**config.mk**
```make
export PLATFORM = sky130hd
export DESIGN_NAME = flash_pwr_gov
export DESIGN_NICKNAME = d
export VERILOG_FILES = /design/src/rtl/flash_pwr_gov.sv
export SDC_FILE = /design/constraint.sdc
export NUM_CORES = 1
export LEC_CHECK = 0
export ABC_AREA = 1
export BUFFER_PORTS_ARGS = -buffer_cell sky130_fd_sc_hd__buf_2
export CORE_ASPECT_RATIO = 1.75
export CORE_MARGIN = 5
export CORE_UTILIZATION = 40
export DETAILED_ROUTE_END_ITERATION = 8
export PLACE_DENSITY = 0.61
export SLEW_MARGIN = 15
export SYNTH_ARGS = -nofsm -noshare
export SYNTH_HDL_FRONTEND = slang
export SYNTH_SLANG_ARGS = --single-unit
```
**constraint.sdc**
```tcl
create_clock -name clk -period 2.65 [get_ports clk]
set_clock_uncertainty 0.1 [all_clocks]
set_input_delay 0.53 -clock clk [delete_from_list [all_inputs] [get_ports clk]]
set_output_delay 0.53 -clock clk [all_outputs]
set_load 0.01 [all_outputs]
```
**src/rtl/flash_pwr_gov.sv**
```systemverilog
module flash_pwr_gov #(
  parameter int NBANK      = 4,
  parameter int SETTLE_CYC = 2_500_000,
  parameter int IDLE_CYC   = 10_000_000,
  parameter int CHECK_CYC  = 5_000_000,
  parameter int TS_W       = 32
) (
  input  logic               clk,
  input  logic               rst_n,
  input  logic               activity_i,
  input  logic               req_i,
  output logic               gnt_o,
  output logic               supply_en_o,
  output logic               pad_en_o,
  input  logic [NBANK-1:0]   bank_present_i,
  output logic               rst_req_o,
  output logic [$clog2(NBANK)-1:0] rst_bank_o,
  input  logic               rst_ack_i,
  input  logic               rst_fail_i,
  output logic               fatal_o
);
  localparam int BW  = $clog2(NBANK);
  localparam int SW  = $clog2(SETTLE_CYC + 1);
  localparam int CKW = $clog2(CHECK_CYC + 1);

  typedef enum logic [2:0] {S_OFF, S_SETTLE, S_SCAN, S_RST, S_ON, S_PDN, S_FAULT} st_t;

  st_t            st;
  logic [TS_W-1:0] now, last;
  logic [CKW-1:0] ck_cnt;
  logic [SW-1:0]  sc;
  logic [BW:0]    bidx;
  logic           gnt_d;

  wire [BW-1:0]   bsel      = bidx[BW-1:0];
  wire            tick      = (ck_cnt == CKW'(CHECK_CYC - 1));
  wire [TS_W-1:0] elapsed   = now - last;
  wire            idle      = elapsed > TS_W'(IDLE_CYC);
  wire            bank_done = (bidx == (BW+1)'(NBANK));

  assign gnt_o      = (st == S_ON) && req_i;
  assign rst_req_o  = (st == S_RST);
  assign rst_bank_o = bsel;
  assign fatal_o    = (st == S_FAULT);

  wire touch = activity_i || (gnt_o != gnt_d);

  always_ff @(posedge clk or negedge rst_n) begin
    if (!rst_n) begin
      st          <= S_OFF;
      now         <= '0;
      last        <= '0;
      ck_cnt      <= '0;
      sc          <= '0;
      bidx        <= '0;
      gnt_d       <= 1'b0;
      supply_en_o <= 1'b0;
      pad_en_o    <= 1'b0;
    end else begin
      now    <= now + 1'b1;
      ck_cnt <= tick ? '0 : ck_cnt + 1'b1;
      gnt_d  <= gnt_o;
      if (touch) last <= now;
      case (st)
        S_OFF: if (req_i) begin
          supply_en_o <= 1'b1;
          pad_en_o    <= 1'b1;
          last        <= now;
          sc          <= '0;
          st          <= S_SETTLE;
        end
        S_SETTLE: if (sc == SW'(SETTLE_CYC - 1)) begin
          last <= now;
          bidx <= '0;
          st   <= S_SCAN;
        end else sc <= sc + 1'b1;
        S_SCAN: if (bank_done) begin
          last <= now;
          st   <= S_ON;
        end else if (bank_present_i[bsel]) st <= S_RST;
        else bidx <= bidx + 1'b1;
        S_RST: if (rst_ack_i) begin
          if (rst_fail_i) st <= S_FAULT;
          else begin
            bidx <= bidx + 1'b1;
            st   <= S_SCAN;
          end
        end
        S_ON: if (tick && idle && !req_i && !touch) begin
          supply_en_o <= 1'b0;
          st          <= S_PDN;
        end
        S_PDN: begin
          pad_en_o <= 1'b0;
          st       <= S_OFF;
        end
        default: ;
      endcase
    end
  end
endmodule

```
==> run metrics <==
Sw Share 0.3818; Synthesis Warnings 0; Reg power frac 0.262; startpoint types flop; final worst path period share 1.043; Slew @ Worst Pin 0.5909 ns; CP max stage cell dfrtp_1; setup violators final 4; register area 2954 um^2; Fill cells 2043; Syn Nets 1300; most frequent cell after synthesis nand2_1; fmax 0.3619 GHz; switching power 2956 uW; share of cells above drive strength 1 0.2233; core area 20930 um^2; GRT Residual Overflow 0; area grow syn2layout 28.43%; IO Port Bufs 16; Pre-antenna DRT Iters 5; clk_lat worst skew 0.43 ns; r2r endpoint supply_en_o; Leak 0.005701 uW; Mapped Area 8537 um^2; setup TNS -0.4211 ns; Main synth FF type dfrtp_1; failing checks negative setup slack; RSZ-0062 raised after global routing yes; CTS tree done; Clock Sink Count 118; critical path required time 2.85 ns; nets@finish 1449; max incr delay on CP 0.39 ns; fin. max-slew vios 0; multi-input combinational cell area 5075 um^2; vias per cell 4.991; Placed Instances 1623; Die ar. 24480 um^2; critical path's top delay family simple AND/OR/NAND/NOR gates; total track usage 0.1998; Most common cell on crit path nand2_1; post-synthesis register bit count 118; clock transition at the registers of the reported paths 0.06 ns; sequential area share after synthesis 0.3459; Final GP Congestion 0.9139; Hold Crit Start now[0]; DRC violations left 0; Antenna Diode Count 0; critical path type flop to flop; fin cells 1667; critical path capture point type flop; cell taking the most area after synthesis dfrtp_1; top cells by area, synth dfrtp_1, nand2_1, inv_1; asr flop ratio synth 1.000; HPWL after DPL 18330 um; Antenna Nets Post-Route 0; min-delay worst type flop to flop; CTS Buf Count 17; CP arrival 2.97 ns; Top-Level Pins 17; P_int 4787 uW; Hold Violations, Final 0; EDFF count, synth 0; die outline width 120.4 um; Power Density 706.2 nW/um^2; clk buf depth 2; DR vias 8320; flop2flop setup slack -0.11 ns; chip height 203.3 um; Reg2Reg Depth 23; distinct cell type count after synthesis 51; Worst Setup Slack, final -0.1131 ns; number of max-cap violations 0; clock group share of total power 0.324; htree depth 4; relative max-transition margin 0.6024; Max VDD drop 0.6636 mV; combinational cell fraction of total power 0.414; initial drt markers 277; row count 70; Worst Path Max Fanout 3; worst r2r src now[0]; status finished, violations left; total wire length 23250 um; synth cell count leaders nand2_1, inv_1, dfrtp_1; final instance area 10960 um^2; hold-critical path depth 1; Worst Path Buf+Inv 3; WHS Endpoint now[0]; Hold WS 0.3638 ns; WL per Instance 13.94 um; initial antenna violation count 0; Starting Density 0.4078; Root Driver clkbuf_16; Core Util, Final 0.5238; critical path, cell by cell inv_2 -> ha_4 -> inv_2 -> fa_2 -> nand3_2 -> nand3_4 -> nand2_2 -> nand2_1 -> nand2_2 -> nand2_2 -> nand2_2 -> nand2_1 -> nand2_1 -> nand2_1 -> nor2_2 -> nand2_1 -> nor2_2 -> nand3_1 -> nand2_1 -> nand2_2 -> buf_4 -> o21ai_2 -> nand2_1; vias in the first global route 8431; placed inst area 9766 um^2; syn_area_per_cell 6.813 um^2; synthesized instance count 1253; pin count of the biggest net entering global routing 60; Yosys top cell area share 0.3459; crit path time final 2.763 ns; first-pass GRT wire length 39160 um
-- state kept, by name, summed over array words and instances, names as in the netlist --
signal and count:
bidx 3, ck_cnt 23, gnt_d 1, last 32, now 32, pad_en_o 1, sc 22, st 3
supply_en_o 1
-- kinds of logic (layout without fill, tap and decap cells) --
| family | after synthesis | count (layout) | share of synthesized area |
|---|---|---|---|
| simple gates | 667 | 667 | 0.3525 |
| buf+inv | 256 | 418 | 0.1151 |
| compound gates | 129 | 129 | 0.08281 |
| flops | 118 | 118 | 0.3459 |
| xor+xnor | 44 | 44 | 0.04514 |
| fa+ha+maj | 37 | 37 | 0.05511 |
| mux | 2 | 2 | 0.003518 |
-- power by group through the flow --
stage / clock, uW / combinational, uW / sequential [uW]
4_1_cts: 2570 / 3050 / 2020
3_5_place_dp: 0 / 2920 / 2050
2_1_floorplan: 0 / 1940 / 2030
6_report: 2510 / 3210 / 2030
5_1_grt: 2660 / 3630 / 2040
3_3_place_gp: 0 / 2890 / 2050
-- how the worst max path moves through the flow --
stage,startpoint,to,slack (ns),cells past startpoint
floorplan,now[0],st[0],0.03,24
global placement,now[0],st[1],-0.16,23
detailed placement,now[0],supply_en_o,-0.21,22
CTS,now[0],st[0],-0.12,22
global route,now[27],st[2],-0.35,20
finish,now[0],supply_en_o,-0.11,23
-- placed cells by master (no fill, tap or decap), types with 15 or more instances in the layout --
cell type  count
o21ai_0       62
ha_4          16
nor3_1        31
nand2_2       28
nor2_2        20
xnor2_1       18
nand3_1       54
inv_1        229
dfrtp_1      117
nand2_1      348
buf_2         15
nor2_1        86
ha_1          15
a21oi_1       33
clkbuf_16     17
xor2_1        26
nand4_1       28
buf_4        125
-- through the flow --
step / power, uW / worst slack [ns]
after global routing: 8326 / -0.3450
after detailed placement: 4970 / -0.2111
after CTS: 7644 / -0.1242
after global placement: 4935 / -0.1571
final: 7743 / -0.1131
after floorplan: 3968 / 0.02976
-- final cells by class --
cell class,count,share of cell area
Tap cell,252,0.02876
Multi-Input combinational cell,879,0.4629
Clock inverter,14,0.01803
Sequential cell,118,0.2694
Timing Repair Buffer,144,0.09803
Clock buffer,18,0.04005
Inverter,242,0.08285
-- timing repair --
action                                  4_1_cts  5_1_grt
endpoints found under the setup margin        4       16
setup buffers                                 4        8
hold endpoints to repair                     10        0
pin swaps                                    15       38
gates resized for setup                      25       75
hold buffers                                  1        0
-- layer usage --
| metal | global-route usage | part of all wire | up-vias |
|---|---|---|---|
| met2 | 0.3919 | 0.56 | 128 |
| li1 | - | - | 4235 |
| met3 | 0.03135 | 0.023 | 79 |
| met5 | 0 | 0 | - |
| met1 | 0.1958 | 0.37 | 3878 |
| met4 | 0.1049 | 0.055 | 0 |
Note: power is estimated with default switching activity, not from simulation.
